--- src/rtl/str_seq_pkg.sv ---
package str_seq_pkg;
  typedef enum logic [1:0] {
    MODE_MEM      = 2'd0,
    MODE_PORT_IN  = 2'd1,
    MODE_PORT_OUT = 2'd2,
    MODE_MEM_ALT  = 2'd3
  } xfer_mode_e;

  typedef enum logic [1:0] {
    ST_IDLE = 2'd0,
    ST_RD   = 2'd1,
    ST_WR   = 2'd2
  } seq_state_e;

  localparam int unsigned SIZE_W   = 2;
  localparam int unsigned NUM_PTRS = 2;
  localparam int unsigned PTR_SRC  = 0;
  localparam int unsigned PTR_DST  = 1;
endpackage

--- src/rtl/str_seq_ptr.sv ---
module str_seq_ptr
  import str_seq_pkg::*;
#(
  parameter int unsigned AW = 32
) (
  input  logic              clk_i,
  input  logic              rst_ni,
  input  logic              load_i,
  input  logic [AW-1:0]     init_i,
  input  logic              adv_i,
  input  logic              dec_i,
  input  logic [SIZE_W-1:0] size_i,
  output logic [AW-1:0]     ptr_o
);
  logic [AW-1:0] ptr_q;
  logic [AW-1:0] step;

  assign step  = {{(AW-1){1'b0}}, 1'b1} << size_i;
  assign ptr_o = ptr_q;

  always_ff @(posedge clk_i or negedge rst_ni) begin
    if (!rst_ni) begin
      ptr_q <= '0;
    end else if (load_i) begin
      ptr_q <= init_i;
    end else if (adv_i) begin
      ptr_q <= dec_i ? ptr_q - step : ptr_q + step;
    end
  end


  ptr_moves_chk: assert property (@(posedge clk_i) disable iff (!rst_ni)
    (adv_i && !load_i) |=> (ptr_o != $past(ptr_o)));
endmodule

--- src/rtl/str_seq_ctrl.sv ---
module str_seq_ctrl
  import str_seq_pkg::*;
#(
  parameter int unsigned CW = 16,
  parameter int unsigned DW = 64,
  parameter int unsigned PW = 16
) (
  input  logic              clk_i,
  input  logic              rst_ni,
  input  logic              start_i,
  input  logic              dir_i,
  input  logic [SIZE_W-1:0] size_i,
  input  logic [1:0]        mode_i,
  input  logic [PW-1:0]     port_i,
  input  logic [CW-1:0]     cnt_i,
  input  logic              req_ready_i,
  input  logic [DW-1:0]     rdata_i,
  output logic              load_o,
  output logic              adv_src_o,
  output logic              adv_dst_o,
  output logic [SIZE_W-1:0] size_o,
  output logic              dir_o,
  output logic              port_in_o,
  output logic              port_out_o,
  output logic [PW-1:0]     port_o,
  output logic [CW-1:0]     cnt_o,
  output logic              busy_o,
  output logic              done_o,
  output logic              req_valid_o,
  output logic              req_we_o,
  output logic [DW-1:0]     wdata_o
);
  seq_state_e        state_q;
  xfer_mode_e        mode_q;
  logic [CW-1:0]     cnt_q;
  logic [SIZE_W-1:0] size_q;
  logic              dir_q;
  logic [PW-1:0]     port_q;
  logic [DW-1:0]     data_q;
  logic              done_q;
  logic              wr_fire;

  assign wr_fire     = (state_q == ST_WR) && req_ready_i;
  assign load_o      = (state_q == ST_IDLE) && start_i;
  assign port_in_o   = (mode_q == MODE_PORT_IN);
  assign port_out_o  = (mode_q == MODE_PORT_OUT);
  assign adv_src_o   = wr_fire && !port_in_o;
  assign adv_dst_o   = wr_fire && !port_out_o;
  assign size_o      = size_q;
  assign dir_o       = dir_q;
  assign port_o      = port_q;
  assign cnt_o       = cnt_q;
  assign busy_o      = (state_q != ST_IDLE);
  assign done_o      = done_q;
  assign req_valid_o = busy_o;
  assign req_we_o    = (state_q == ST_WR);
  assign wdata_o     = data_q;

  always_ff @(posedge clk_i or negedge rst_ni) begin
    if (!rst_ni) begin
      state_q <= ST_IDLE;
      mode_q  <= MODE_MEM;
      cnt_q   <= '0;
      size_q  <= '0;
      dir_q   <= 1'b0;
      port_q  <= '0;
      data_q  <= '0;
      done_q  <= 1'b0;
    end else begin
      done_q <= 1'b0;
      unique case (state_q)
        ST_IDLE: begin
          if (start_i) begin
            mode_q <= xfer_mode_e'(mode_i);
            size_q <= size_i;
            dir_q  <= dir_i;
            port_q <= port_i;
            cnt_q  <= cnt_i;
            if (cnt_i == '0) done_q  <= 1'b1;
            else             state_q <= ST_RD;
          end
        end
        ST_RD: begin
          if (req_ready_i) begin
            data_q  <= rdata_i;
            state_q <= ST_WR;
          end
        end
        ST_WR: begin
          if (req_ready_i) begin
            cnt_q <= cnt_q - CW'(1);
            if (cnt_q == CW'(1)) begin
              state_q <= ST_IDLE;
              done_q  <= 1'b1;
            end else begin
              state_q <= ST_RD;
            end
          end
        end
        default: state_q <= ST_IDLE;
      endcase
    end
  end


  cnt_dec_chk: assert property (@(posedge clk_i) disable iff (!rst_ni)
    (req_we_o && req_ready_i) |=> (cnt_o == $past(cnt_o) - CW'(1)));


  done_idle_chk: assert property (@(posedge clk_i) disable iff (!rst_ni)
    done_o |-> !busy_o);


  busy_end_chk: assert property (@(posedge clk_i) disable iff (!rst_ni)
    $fell(busy_o) |-> (done_o && cnt_o == '0));


  idle_quiet_chk: assert property (@(posedge clk_i) disable iff (!rst_ni)
    !busy_o |-> !req_valid_o);


  zero_start_chk: assert property (@(posedge clk_i) disable iff (!rst_ni)
    (!busy_o && start_i && cnt_i == '0) |=> (done_o && !busy_o));
endmodule

--- src/rtl/str_move_seq.sv ---
module str_move_seq
  import str_seq_pkg::*;
#(
  parameter int unsigned AW = 32,
  parameter int unsigned DW = 64,
  parameter int unsigned CW = 16,
  parameter int unsigned PW = 16
) (
  input  logic              clk_i,
  input  logic              rst_ni,
  input  logic              start_i,
  input  logic              dir_i,
  input  logic [SIZE_W-1:0] size_i,
  input  logic [1:0]        mode_i,
  input  logic [AW-1:0]     src_i,
  input  logic [AW-1:0]     dst_i,
  input  logic [CW-1:0]     cnt_i,
  input  logic [PW-1:0]     port_i,
  output logic              req_valid_o,
  output logic              req_we_o,
  output logic              req_io_o,
  output logic [AW-1:0]     req_addr_o,
  output logic [DW-1:0]     req_wdata_o,
  input  logic              req_ready_i,
  input  logic [DW-1:0]     rsp_rdata_i,
  output logic              busy_o,
  output logic              done_o,
  output logic [AW-1:0]     src_o,
  output logic [AW-1:0]     dst_o,
  output logic [CW-1:0]     cnt_o
);
  localparam int unsigned PAD_W = AW - PW;

  logic              load;
  logic              adv_src, adv_dst;
  logic [SIZE_W-1:0] size_q;
  logic              dir_q;
  logic              port_in, port_out;
  logic [PW-1:0]     port_q;
  logic [AW-1:0]     port_addr;
  logic [AW-1:0]     ptr_init [NUM_PTRS];
  logic              ptr_adv  [NUM_PTRS];
  logic [AW-1:0]     ptr_val  [NUM_PTRS];

  str_seq_ctrl #(.CW(CW), .DW(DW), .PW(PW)) u_ctrl (
    .clk_i      (clk_i),
    .rst_ni     (rst_ni),
    .start_i    (start_i),
    .dir_i      (dir_i),
    .size_i     (size_i),
    .mode_i     (mode_i),
    .port_i     (port_i),
    .cnt_i      (cnt_i),
    .req_ready_i(req_ready_i),
    .rdata_i    (rsp_rdata_i),
    .load_o     (load),
    .adv_src_o  (adv_src),
    .adv_dst_o  (adv_dst),
    .size_o     (size_q),
    .dir_o      (dir_q),
    .port_in_o  (port_in),
    .port_out_o (port_out),
    .port_o     (port_q),
    .cnt_o      (cnt_o),
    .busy_o     (busy_o),
    .done_o     (done_o),
    .req_valid_o(req_valid_o),
    .req_we_o   (req_we_o),
    .wdata_o    (req_wdata_o)
  );

  assign ptr_init[PTR_SRC] = src_i;
  assign ptr_init[PTR_DST] = dst_i;
  assign ptr_adv[PTR_SRC]  = adv_src;
  assign ptr_adv[PTR_DST]  = adv_dst;

  for (genvar g = 0; g < NUM_PTRS; g++) begin : g_ptr
    str_seq_ptr #(.AW(AW)) u_ptr (
      .clk_i (clk_i),
      .rst_ni(rst_ni),
      .load_i(load),
      .init_i(ptr_init[g]),
      .adv_i (ptr_adv[g]),
      .dec_i (dir_q),
      .size_i(size_q),
      .ptr_o (ptr_val[g])
    );
  end

  assign src_o     = ptr_val[PTR_SRC];
  assign dst_o     = ptr_val[PTR_DST];
  assign port_addr = {{PAD_W{1'b0}}, port_q};

  always_comb begin
    if (req_we_o) begin
      req_addr_o = port_out ? port_addr : dst_o;
      req_io_o   = req_valid_o && port_out;
    end else begin
      req_addr_o = port_in ? port_addr : src_o;
      req_io_o   = req_valid_o && port_in;
    end
  end


  req_hold_chk: assert property (@(posedge clk_i) disable iff (!rst_ni)
    (req_valid_o && !req_ready_i) |=>
      (req_valid_o && $stable(req_addr_o) && $stable(req_we_o) && $stable(req_io_o)));
endmodule

--- config.mk ---
export PLATFORM = sky130hd
export DESIGN_NAME = str_move_seq
export DESIGN_NICKNAME = d
export VERILOG_FILES = /design/src/rtl/str_seq_pkg.sv /design/src/rtl/str_seq_ptr.sv /design/src/rtl/str_seq_ctrl.sv /design/src/rtl/str_move_seq.sv
export SDC_FILE = /design/constraint.sdc
export NUM_CORES = 1
export LEC_CHECK = 0
export BUFFER_PORTS_ARGS = -buffer_cell sky130_fd_sc_hd__buf_2
export CORE_MARGIN = 4
export CORE_UTILIZATION = 40
export DETAILED_ROUTE_END_ITERATION = 7
export PLACE_DENSITY_LB_ADDON = 0.2
export SYNTH_ARGS = -nofsm -noshare
export SYNTH_HDL_FRONTEND = slang
export SYNTH_SLANG_ARGS = --single-unit
--- constraint.sdc ---
create_clock -name clk_i -period 5 [get_ports clk_i]
set_clock_uncertainty 0.2 [all_clocks]
set_input_delay 0.75 -clock clk_i [delete_from_list [all_inputs] [get_ports clk_i]]
set_output_delay 0.75 -clock clk_i [all_outputs]
set_load 0.005 [all_outputs]
* Word level (Yosys, flattened, before mapping)
Index checks and enable logic that the tools add are counted.
Widths: inputs -> output; s select.
** Operators by class
- $add $sub $neg :: 5
- Eq/ne operators :: 9
- Shifts and indexed selects :: 1
- Mux-type cells :: 24
- Reduce and logical (&&, ||, !) cells :: 18
** Operators with widths (number)
- $mux 32 :: 9
- $add 32x32->32 :: 2
- $sub 32x32->32 :: 2
- $mux 16 :: 2
- $pmux 16 s2 :: 1
- $shl 1x2->32 const A :: 1
- $eq 16x1->1 const B :: 1
- $logic_not 16->1 :: 1
- $sub 16x1->16 const B :: 1
- $mux 2 :: 4
- $reduce_bool 2->1 :: 4
- $logic_and 1x1->1 :: 6
- $mux 1 :: 6
- $ne 2x2->1 const B :: 3
- $pmux 2 s3 :: 1
- $eq 2x1->1 const B :: 2
- $eq 2x2->1 const B :: 2
- $reduce_and 2->1 :: 2
- $reduce_and 4->1 :: 1
- $reduce_and 3->1 :: 1
- $logic_not 1->1 :: 2
- $logic_not 2->1 :: 1
- $ne 2x1->1 const B :: 1
- $pmux 1 s2 :: 1
** Storage, ports and cells
- Register bits :: 168
- Bits of input ports :: 169
- Word-level logic and storage cells :: 67

* Depth between registers and ports, before layout
Gate-level depths: netlist of the first run.
- Depth after elaboration :: 5
- Mapped depth :: 17

* Cells and area by module
Synthesis of the first run repeated with hierarchy kept, for this count alone.
** Unflattened totals
- Cells, all modules :: 1210
- Area, all modules :: 11496.0 um2
** Modules (own cells, without submodules)
- str_seq_ctrl :: times used 1, cells each 376, area an instance 4409.2 um2, seq. area each 2602.5 um2
- str_seq_ptr (g_ptr[0].u_ptr) :: times used 1, cells each 376, area an instance 3205.6 um2, seq. area each 800.8 um2
- str_seq_ptr (g_ptr[1].u_ptr) :: times used 1, cells each 380, area an instance 3109.2 um2, seq. area each 800.8 um2
- str_move_seq :: times used 1, cells each 78, area an instance 772.0 um2, seq. area each 0.0 um2

* Least setup slack after synthesis of the first run
No wires, ideal clock.
- Kind :: register -> register
- From :: register u_ctrl.size_q[1] (netlist: u_ctrl.size_o[1])
- To :: register g_ptr[1].u_ptr.ptr_q[30]
- Library setup time :: 0.131 ns
- Arrival time :: 3.715 ns
- Required time :: 4.669 ns
- Setup slack :: 0.954 ns
- Cell stages (with the launch flop) :: 16
- Buffers on the path :: 1
- Clock period less this slack :: 4.046 ns
- Cell sequence :: dfrtp_1 buf_6 inv_1 nand2_1 ha_1 a21o_1 ha_1 a21oi_1 o211ai_1 a31oi_1 a31oi_2 a22o_1 a221o_1 a221oi_2 xor2_1 o21ai_0
** On the way
- Longest elaborated chain between the ends :: 5
- Elaborated cells between the ends (all ways) :: 6
** RTL lines
- from (decl) :: RTL line str_seq_ctrl.sv:36 : logic [SIZE_W-1:0] size_q;
- from (signal assigned) :: RTL line str_seq_ctrl.sv:75 : size_q <= size_i;
- $shl 1x2->32 * :: RTL line str_seq_ptr.sv:18 : assign step = {{(AW-1){1'b0}}, 1'b1} << size_i;
- $add 32x32->32 or $sub 32x32->32 (tied branches) :: RTL line str_seq_ptr.sv:27 : ptr_q <= dec_i ? ptr_q - step : ptr_q + step;
- $mux 32 * :: RTL line str_seq_ptr.sv:27
- $mux 32 * :: RTL line str_seq_ptr.sv:26 : end else if (adv_i) begin
- $mux 32 * :: RTL line str_seq_ptr.sv:24 : end else if (load_i) begin
- to (signal assigned) :: RTL line str_seq_ptr.sv:25 : ptr_q <= init_i;
- to (signal assigned) :: RTL line str_seq_ptr.sv:27
- to (decl) :: RTL line str_seq_ptr.sv:15 : logic [AW-1:0] ptr_q;
Every way passes the cells marked *; elsewhere a longest branch is shown, timed or not. The select of a mux whose other input is x is not followed.
A chain may end at the register's enable or synchronous reset.

* Final worst setup path of the first run
- From :: register u_ctrl.size_q[0] (netlist: u_ctrl.size_o[0])
- To :: register g_ptr[1].u_ptr.ptr_q[30]
The elaborated chain is that of the path after synthesis.

==> results of run 1 <==
## how the worst max path moves through the flow
stage | endpoint | slack, ns | cells after the start
6_report | g_ptr[1].u_ptr.ptr_o[30]$_DFFE_PN0P_ | 0.35 | 14
5_1_grt | g_ptr[1].u_ptr.ptr_o[29]$_DFFE_PN0P_ | 0.01 | 15
4_1_cts | g_ptr[1].u_ptr.ptr_o[30]$_DFFE_PN0P_ | 0.35 | 15
3_5_place_dp | g_ptr[1].u_ptr.ptr_o[30]$_DFFE_PN0P_ | 0.38 | 15
3_3_place_gp | g_ptr[1].u_ptr.ptr_o[30]$_DFFE_PN0P_ | 0.51 | 14
2_1_floorplan | g_ptr[1].u_ptr.ptr_o[30]$_DFFE_PN0P_ | 0.95 | 15
## logic make-up after synthesis
group | after synthesis | share of synthesized area [%]
simple gates | 417 | 16.46
fa+ha+maj | 63 | 6.950
xor+xnor | 48 | 3.730
compound gates | 456 | 25.16
buf+inv | 97 | 3.442
mux | 70 | 6.950
flops | 168 | 37.30
## synth_stat cells (5+ instances only)
cell type                    n
sky130_fd_sc_hd__and2_1      5
sky130_fd_sc_hd__o21a_1      8
sky130_fd_sc_hd__clkbuf_1   51
sky130_fd_sc_hd__and3_1      7
sky130_fd_sc_hd__xor2_1     16
sky130_fd_sc_hd__nand2_1   176
sky130_fd_sc_hd__nor2b_1     5
sky130_fd_sc_hd__nand4_1     7
sky130_fd_sc_hd__nand3_1    19
sky130_fd_sc_hd__a211oi_1    7
sky130_fd_sc_hd__or3_1       9
sky130_fd_sc_hd__dfrtp_1   168
sky130_fd_sc_hd__a21oi_1   141
sky130_fd_sc_hd__nor3_1     32
sky130_fd_sc_hd__ha_1       61
sky130_fd_sc_hd__a21boi_0    6
sky130_fd_sc_hd__xnor2_1    32
sky130_fd_sc_hd__a31oi_1    17
sky130_fd_sc_hd__o21bai_1   12
sky130_fd_sc_hd__a22o_1     20
sky130_fd_sc_hd__buf_1      12
sky130_fd_sc_hd__o22ai_1    30
sky130_fd_sc_hd__o211ai_1    8
sky130_fd_sc_hd__a22oi_1    12
sky130_fd_sc_hd__nand2b_1   17
sky130_fd_sc_hd__nor4_1      8
sky130_fd_sc_hd__o21ai_1     5
sky130_fd_sc_hd__mux2_2     66
sky130_fd_sc_hd__inv_1      26
sky130_fd_sc_hd__nor2_1    115
sky130_fd_sc_hd__a21o_1     38
sky130_fd_sc_hd__o21ai_0   114
## power by group through the flow
stage / Sequential (mW) / Combinational (mW) / Clock (mW)
2_1_floorplan: 2.62 / 6.06 / 0
3_3_place_gp: 2.83 / 8.45 / 0
3_5_place_dp: 2.86 / 8.53 / 0
4_1_cts: 2.84 / 8.58 / 1.38
5_1_grt: 2.94 / 9.59 / 1.45
6_report: 2.85 / 8.61 / 1.36
## metrics by stage
| step | power [mW] | util (%) |
|---|---|---|
| 2_1_floorplan | 8.672 | - |
| 3_3_place_gp | 11.28 | 48.09 |
| 3_5_place_dp | 11.39 | 48.09 |
| 4_1_cts | 12.81 | 50.23 |
| 5_1_grt | 13.98 | 50.23 |
| 6_report | 12.81 | 50.23 |
## state kept, by name, indices dropped and copies added (netlist names)
| signal | flops |
|---|---|
| g_ptr.u_ptr.ptr_o | 64 |
| u_ctrl.cnt_o | 16 |
| u_ctrl.dir_o | 1 |
| u_ctrl.done_o | 1 |
| u_ctrl.mode_q | 2 |
| u_ctrl.port_o | 16 |
| u_ctrl.size_o | 2 |
| u_ctrl.state_q | 2 |
| u_ctrl.wdata_o | 64 |
## critical path: stages (launching register included)
cell                       delay (ns)
sky130_fd_sc_hd__dfrtp_1         0.59
sky130_fd_sc_hd__inv_1           0.15
sky130_fd_sc_hd__nand2_1         0.10
sky130_fd_sc_hd__ha_1            0.14
sky130_fd_sc_hd__a21o_1          0.68
sky130_fd_sc_hd__ha_1            0.44
sky130_fd_sc_hd__a21oi_1         0.31
sky130_fd_sc_hd__o211ai_1        0.14
sky130_fd_sc_hd__a31oi_1         0.30
sky130_fd_sc_hd__a31oi_2         0.19
sky130_fd_sc_hd__a22o_1          0.28
sky130_fd_sc_hd__a221o_1         0.41
sky130_fd_sc_hd__a221oi_2        0.32
sky130_fd_sc_hd__xor2_1          0.16
sky130_fd_sc_hd__o21ai_0         0.09
## cell type report
class,instances,share of cell area (%)
Clock inverter,14,1.112
Inverter,26,0.6994
Multi-Input combinational cell,1054,47.91
Clock buffer,18,3.147
Timing Repair Buffer,367,13.62
Sequential cell,168,30.13
Tap cell,378,3.389
## layer usage
layer,vias to the layer above,wire length [um]
li1,5428,-
met4,2,744
met5,-,12
met1,5501,18000
met2,356,19650
met3,40,2072
==> reports/qor.txt, run 1 <==
Crit end category - register
Net count of the finished layout - 1864
Commonest non-fill, non-tap cell in the layout - sky130_fd_sc_hd__buf_2
Antenna Violating Nets Remaining - 0
Final Max Slew Viols - 0
Fin crit share - 93.08%
Placer Congestion - 0.9074
Switching power - 6.359 mW
Total die area - 30920 sq um
Root buffer selected by CTS - sky130_fd_sc_hd__clkbuf_16
Synth Area per Inst - 8.544 sq um
VDD IR-drop max - 0.3846 mV
GR Layer Usage met1 - 35.15%
Smallest setup slack after layout - 0.3459 ns
Clock tree from TritonCTS - done
Count of flip-flops with a built-in enable after synthesis - 0
Cell Rows - 61
Syn Nets - 1549
Number of antenna violations at the first check in global routing - 1
Cell Area, Synth - 11270 sq um
Fraction of layout instances using a drive strength above 1 - 29.39%
CTS-repair resized insts - 0
Max Buffers Root-to-Sink - 2
Result of the run - completed
Post-Place Setup Slack - 0.3802 ns
Top flip-flop cell by instance count after synthesis - sky130_fd_sc_hd__dfrtp_1
Count of pins on the block boundary - 350
Source of the worst register-to-register timing path - u_ctrl.size_o[0]$_DFFE_PN0P_
Number of filler cells placed in the layout - 2818
Port Buffers - 349
Required time reported for the critical path endpoint - 5.09 ns
Met2 Track Usage GR - 41.50%
Core Footprint - 27780 sq um
GR peak layer - met2
Unique masters post-synth - 70
Internal cell power - 6.456 mW
Pin count of the biggest net entering global routing - 91
Depth of the CTS H-tree - 4
Routed vias - 11330
Synth area leader - sky130_fd_sc_hd__dfrtp_1
Cts bufs inserted - 17
Syn-to-layout area delta - 23.83%
Cell count of the worst reg-to-reg path - 14
Least-Margin Pin Slew - 1.169 ns
Proportion of netlist area held by the largest area contributor - 37.30%
Global Route met3 Usage - 3.982%
R2r endpoint - g_ptr[1].u_ptr.ptr_o[30]$_DFFE_PN0P_
DRC marker count from the first detailed-route iteration - 814
Part of the total power dissipated in the clock network - 10.6%
Post-detailed-route DRC marker count - 0
Starting Density - 40.56%
Number of standard cells in the final layout excluding fillers - 2025
Minimum period implied by the final worst setup slack - 4.654 ns
Post-route design area - 13950 sq um
Buffers inserted during post-CTS setup optimization - 0
Sequential fraction of the synthesis area - 37.30%
CP startpoint kind - register
Avg Vias per Cell - 5.594
Reg2Reg Setup Slack - 0.35 ns
Classification of the worst setup path - reg2reg
Share of power burned in registers - 22.2%
Cells after Synth - 1319
Wire length of the first global-routing pass - 62.49 mm
Proportion of total power due to net switching - 49.62%
Number of setup violations in the final report - 0
Endpoints failing hold - 0
Share of async-settable or async-resettable flops after synthesis - 100.0%
Flops & latches, synth - 168
Final hold slack - 0.2297 ns
Clock Sinks - 168
DP Area - 13360 sq um
Overall overflow remaining after global route - 0
Yosys synthesis warning count - 0
Combinational cell fraction of total power - 67.2%
Commonest cells after routing, fill and taps aside - 348 x sky130_fd_sc_hd__buf_2, 175 x sky130_fd_sc_hd__nand2_1, 168 x sky130_fd_sc_hd__dfrtp_1, 141 x sky130_fd_sc_hd__a21oi_1, 115 x sky130_fd_sc_hd__nor2_1
Unrepaired setup endpoints after global routing - false
Total area of multi-input combinational cells - 6685 sq um
Via count of the first global-routing pass - 10870
Final Routed Wirelength - 40.48 mm
Detailed Routing Iterations Pass 1 - 5
Count of maximum capacitance violations - 0
Antenna diode instance count - 0
Cell count after placement - 1993
Average wire length per cell after detail routing - 19.99 um
Final setup TNS - 0 ns
Achievable clock frequency - 0.2149 GHz
Worst-case headroom to the max-slew limit - 21.81%
Type of the most critical hold path - in2async
Sequential cell area - 4204 sq um
X dimension of the die - 175.9 um
Static Leakage - 6.739 nW
Clock-pin slew on the worst setup and hold paths - 0.07 ns
Arrival time at the worst endpoint - 4.74 ns
Start point of the critical path - u_ctrl.size_o[0]$_DFFE_PN0P_
Power per cell area - 918.3 nW/um^2
Number of hold buffers added after cts - 0
Aggregate global-route resource usage - 25.30%
Die Height - 175.9 um
Sum of net half-perimeters after detailed placement - 30.52 mm
Top cells by area in the synthesized netlist - sky130_fd_sc_hd__dfrtp_1 37%, sky130_fd_sc_hd__ha_1 6.8%, sky130_fd_sc_hd__mux2_2 6.6%
Clk_lat worst skew - 0.44 ns
Largest fanout on the critical path - 17
Note: power is estimated with default switching activity, not from simulation.
==> run 2: changes to the inputs <==
==> constraint.sdc (replaced) <==
create_clock -name clk_i -period 5 [get_ports clk_i]
set_clock_uncertainty 0.2 [all_clocks]
set_input_delay 0.75 -clock clk_i [delete_from_list [all_inputs] [get_ports clk_i]]
set_output_delay 0.75 -clock clk_i [all_outputs]
set_load 0.02 [all_outputs]
==> reports/qor.txt, run 2 (synthesis results as in run 1) <==
Achievable clock frequency - 0.2158 GHz
Placer Congestion - 0.9412
Start point of the critical path - u_ctrl.size_o[0]$_DFFE_PN0P_
Wire length of the first global-routing pass - 61.17 mm
Source of the worst register-to-register timing path - u_ctrl.size_o[0]$_DFFE_PN0P_
Core Footprint - 27780 sq um
Avg Vias per Cell - 5.608
Via count of the first global-routing pass - 10890
Classification of the worst setup path - reg2reg
Sum of net half-perimeters after detailed placement - 30.20 mm
Commonest non-fill, non-tap cell in the layout - sky130_fd_sc_hd__buf_2
Port Buffers - 349
Count of maximum capacitance violations - 0
Endpoints failing hold - 0
Cell count of the worst reg-to-reg path - 14
Pin count of the biggest net entering global routing - 98
Crit end category - register
Arrival time at the worst endpoint - 4.74 ns
Clk_lat worst skew - 0.44 ns
Final hold slack - 0.2344 ns
Clock tree from TritonCTS - done
Critical Path End - g_ptr[1].u_ptr.ptr_o[30]$_DFFE_PN0P_
DRC marker count from the first detailed-route iteration - 820
Result of the run - completed
Type of the most critical hold path - in2async
Net count of the finished layout - 1864
Count of pins on the block boundary - 350
CTS-repair resized insts - 0
Total die area - 30920 sq um
Least-Margin Pin Slew - 1.194 ns
Cell count after placement - 1993
Post-Place Setup Slack - 0.4085 ns
Minimum period implied by the final worst setup slack - 4.634 ns
Buffers inserted during post-CTS setup optimization - 0
Reg2Reg Setup Slack - 0.37 ns
Number of standard cells in the final layout excluding fillers - 2026
Commonest cells after routing, fill and taps aside - 348 x sky130_fd_sc_hd__buf_2, 175 x sky130_fd_sc_hd__nand2_1, 168 x sky130_fd_sc_hd__dfrtp_1, 141 x sky130_fd_sc_hd__a21oi_1, 115 x sky130_fd_sc_hd__nor2_1
Clock Sinks - 168
Smallest setup slack after layout - 0.3657 ns
Number of hold buffers added after cts - 0
X dimension of the die - 175.9 um
Fraction of layout instances using a drive strength above 1 - 29.39%
Overall overflow remaining after global route - 0
Max Buffers Root-to-Sink - 2
Routed vias - 11360
Starting Density - 40.56%
Cts bufs inserted - 17
Aggregate global-route resource usage - 24.73%
Clock-pin slew on the worst setup and hold paths - 0.08 ns
Fin crit share - 92.69%
Number of filler cells placed in the layout - 2789
Syn-to-layout area delta - 24.04%
Antenna Violating Nets Remaining - 0
Number of setup violations in the final report - 0
Unrepaired setup endpoints after global routing - false
CP startpoint kind - register
Number of antenna violations at the first check in global routing - 2
Final Routed Wirelength - 39.69 mm
Root buffer selected by CTS - sky130_fd_sc_hd__clkbuf_16
Post-detailed-route DRC marker count - 0
Depth of the CTS H-tree - 4
R2r endpoint - g_ptr[1].u_ptr.ptr_o[30]$_DFFE_PN0P_
Cell Rows - 61
Die Height - 175.9 um
Average wire length per cell after detail routing - 19.59 um
Final setup TNS - 0 ns
Worst-case headroom to the max-slew limit - 20.39%
Largest fanout on the critical path - 17
Detailed Routing Iterations Pass 1 - 6
Final Max Slew Viols - 0
Required time reported for the critical path endpoint - 5.10 ns
-- run 2: worst min path at each step --
stage	from	endpoint	cells past startpoint
floorplan	rst_ni	g_ptr[0].u_ptr.ptr_o[0]$_DFFE_PN0P_	0
global route	rst_ni	g_ptr[1].u_ptr.ptr_o[21]$_DFFE_PN0P_	1
CTS	rst_ni	u_ctrl.cnt_o[2]$_DFFE_PN0P_	1
finish	rst_ni	g_ptr[1].u_ptr.ptr_o[16]$_DFFE_PN0P_	1
detailed placement	u_ctrl.wdata_o[33]$_DFFE_PN0P_	u_ctrl.wdata_o[33]$_DFFE_PN0P_	1
global placement	u_ctrl.wdata_o[34]$_DFFE_PN0P_	u_ctrl.wdata_o[34]$_DFFE_PN0P_	1
-- run 2: metrics by stage --
stage | cell area [sq um] | util (%)
after floorplan | 11270 | -
after global placement | 13350 | 48.05
after detailed placement | 13350 | 48.05
after CTS | 13980 | 50.31
after global routing | 13980 | 50.32
final | 13980 | 50.32
-- run 2: final cells by class --
| class | instances | area (sq um) | share of cell area, % |
|---|---|---|---|
| timing repair buffer | 367 | 1888 | 13.51 |
| sequential | 168 | 4204 | 30.08 |
| inverter | 26 | 97.59 | 0.6982 |
| antenna | 1 | 2.502 | 0.01790 |
| tap | 378 | 473.0 | 3.383 |
| clock buffer | 17 | 425.4 | 3.043 |
| multi-input combinational | 1054 | 6685 | 47.82 |
| clock inverter | 15 | 202.7 | 1.450 |
-- run 2: metal layers --
| metal | vias to the layer above | track usage, % | part of all wire (%) |
|---|---|---|---|
| met2 | 402 | 41.51 | 48 |
| met4 | 2 | 7.018 | 2.1 |
| met5 | - | 0 | 0.028 |
| met3 | 47 | 3.336 | 5.7 |
| li1 | 5445 | - | - |
| met1 | 5465 | 33.62 | 44 |
-- run 2: worst max-delay path, cell delays in order, from the launching register on --
cell	delay (ns)
sky130_fd_sc_hd__dfrtp_1	0.57
sky130_fd_sc_hd__inv_1	0.16
sky130_fd_sc_hd__nand2_1	0.10
sky130_fd_sc_hd__ha_1	0.14
sky130_fd_sc_hd__a21o_1	0.63
sky130_fd_sc_hd__ha_1	0.43
sky130_fd_sc_hd__a21oi_1	0.33
sky130_fd_sc_hd__o211ai_1	0.15
sky130_fd_sc_hd__a31oi_1	0.31
sky130_fd_sc_hd__a31oi_2	0.20
sky130_fd_sc_hd__a22o_1	0.29
sky130_fd_sc_hd__a221o_1	0.42
sky130_fd_sc_hd__a221oi_2	0.33
sky130_fd_sc_hd__xor2_1	0.17
sky130_fd_sc_hd__o21ai_0	0.08
Power of run 2 is not shown: default switching activity piles up to over one toggle a cycle in this logic, so the estimate is an artifact.
==> run 3: changes to the inputs <==
==> constraint.sdc (replaced) <==
create_clock -name clk_i -period 5 [get_ports clk_i]
set_clock_uncertainty 0.2 [all_clocks]
set_input_delay 0.75 -clock clk_i [delete_from_list [all_inputs] [get_ports clk_i]]
set_output_delay 0.75 -clock clk_i [all_outputs]
set_load 0.05 [all_outputs]
==> reports/qor.txt, run 3 (synthesis results as in run 1) <==
Aggregate global-route resource usage - 24.62%
Starting Density - 40.56%
Via count of the first global-routing pass - 10900
Unrepaired setup endpoints after global routing - false
Placer Congestion - 0.9287
Syn-to-layout area delta - 24.06%
Clock Sinks - 168
Commonest cells after routing, fill and taps aside - 348 x sky130_fd_sc_hd__buf_2, 175 x sky130_fd_sc_hd__nand2_1, 168 x sky130_fd_sc_hd__dfrtp_1, 141 x sky130_fd_sc_hd__a21oi_1, 115 x sky130_fd_sc_hd__nor2_1
Number of antenna violations at the first check in global routing - 2
DP Area - 13350 sq um
Max Buffers Root-to-Sink - 2
Crit end category - register
Minimum period implied by the final worst setup slack - 4.649 ns
Least-Margin Pin Slew - 1.168 ns
Cts bufs inserted - 17
Endpoints failing hold - 0
Number of hold buffers added after cts - 0
Total die area - 30920 sq um
Achievable clock frequency - 0.2151 GHz
CTS-repair resized insts - 0
Number of setup violations in the final report - 0
Depth of the CTS H-tree - 4
Number of filler cells placed in the layout - 2774
Count of maximum capacitance violations - 0
Largest fanout on the critical path - 17
Type of the most critical hold path - in2async
Core Footprint - 27780 sq um
Die Height - 175.9 um
Final setup TNS - 0 ns
Overall overflow remaining after global route - 0
Fin crit share - 92.99%
Number of standard cells in the final layout excluding fillers - 2024
Post-route design area - 13980 sq um
Clock tree from TritonCTS - done
Commonest non-fill, non-tap cell in the layout - sky130_fd_sc_hd__buf_2
CP startpoint kind - register
Clock-pin slew on the worst setup and hold paths - 0.07 ns
Root buffer selected by CTS - sky130_fd_sc_hd__clkbuf_16
Clk_lat worst skew - 0.44 ns
Average wire length per cell after detail routing - 19.70 um
Post-detailed-route DRC marker count - 0
Final Max Slew Viols - 0
Arrival time at the worst endpoint - 4.75 ns
Routed vias - 11480
Classification of the worst setup path - reg2reg
Pin count of the biggest net entering global routing - 102
DRC marker count from the first detailed-route iteration - 769
Net count of the finished layout - 1863
Cell Rows - 61
Final Routed Wirelength - 39.88 mm
Detailed Routing Iterations Pass 1 - 7
Wire length of the first global-routing pass - 60.80 mm
Antenna diode instance count - 0
Avg Vias per Cell - 5.671
Required time reported for the critical path endpoint - 5.10 ns
Result of the run - completed
Antenna Violating Nets Remaining - 0
Worst-case headroom to the max-slew limit - 22.15%
Port Buffers - 349
Sum of net half-perimeters after detailed placement - 30.12 mm
Count of pins on the block boundary - 350
Fraction of layout instances using a drive strength above 1 - 29.34%
Buffers inserted during post-CTS setup optimization - 0
X dimension of the die - 175.9 um
Cell count after placement - 1992
==> run 3: critical path: stages (launching register included) <==
cell and delay (ns):
sky130_fd_sc_hd__dfrtp_1 0.56, sky130_fd_sc_hd__inv_1 0.17, sky130_fd_sc_hd__nand2_1 0.12, sky130_fd_sc_hd__ha_1 0.15
sky130_fd_sc_hd__a21o_1 0.63, sky130_fd_sc_hd__ha_1 0.43, sky130_fd_sc_hd__a21oi_1 0.31, sky130_fd_sc_hd__o211ai_1 0.15
sky130_fd_sc_hd__a31oi_1 0.30, sky130_fd_sc_hd__a31oi_2 0.20, sky130_fd_sc_hd__a22o_1 0.29, sky130_fd_sc_hd__a221o_1 0.42
sky130_fd_sc_hd__a221oi_2 0.32, sky130_fd_sc_hd__xor2_1 0.17, sky130_fd_sc_hd__o21ai_0 0.08
==> run 3: final cells by class <==
type / count / area, sq um / area share [%]
Clock buffer: 17 / 425.4 / 3.043
Clock inverter: 15 / 202.7 / 1.450
Tap cell: 378 / 473.0 / 3.383
Sequential cell: 168 / 4204 / 30.07
Multi-Input combinational cell: 1054 / 6685 / 47.82
Timing Repair Buffer: 366 / 1893 / 13.54
Inverter: 26 / 97.59 / 0.6980
==> run 3: layer usage <==
layer | GRT usage [%] | routed length (um)
met2 | 41.58 | 19460
met5 | 0 | 21
met1 | 33.34 | 17410
met4 | 6.368 | 770
met3 | 3.594 | 2220
==> run 3: through the flow <==
stage	worst slack, ns	utilization [%]	hold slack, ns
after detailed placement	0.4155	48.06	0.2867
after CTS	0.3991	50.32	0.2825
after global routing	0.07100	50.32	0.2977
final	0.3507	50.32	0.2441
after global placement	0.5596	48.06	0.2815
after floorplan	0.9536	-	0.2544
==> run 3: final timing paths <==
path / start / endpoint / slack, ns / cells after the start
hold / removal: rst_ni / u_ctrl.cnt_o[2]$_DFFE_PN0P_ / 0.24 / 1
min in group clk_i: port_i[0] / u_ctrl.port_o[0]$_DFFE_PN0P_ / 0.30 / 3
setup reg to reg: u_ctrl.size_o[1]$_DFFE_PN0P_ / g_ptr[1].u_ptr.ptr_o[30]$_DFFE_PN0P_ / 0.35 / 14
hold reg to reg: u_ctrl.wdata_o[44]$_DFFE_PN0P_ / u_ctrl.wdata_o[44]$_DFFE_PN0P_ / 0.30 / 1
setup / recovery: u_ctrl.size_o[1]$_DFFE_PN0P_ / g_ptr[1].u_ptr.ptr_o[30]$_DFFE_PN0P_ / 0.35 / 14
max in group asynchronous: rst_ni / u_ctrl.port_o[15]$_DFFE_PN0P_ / 3.41 / 2
Power of run 3 is left out for the same reason.
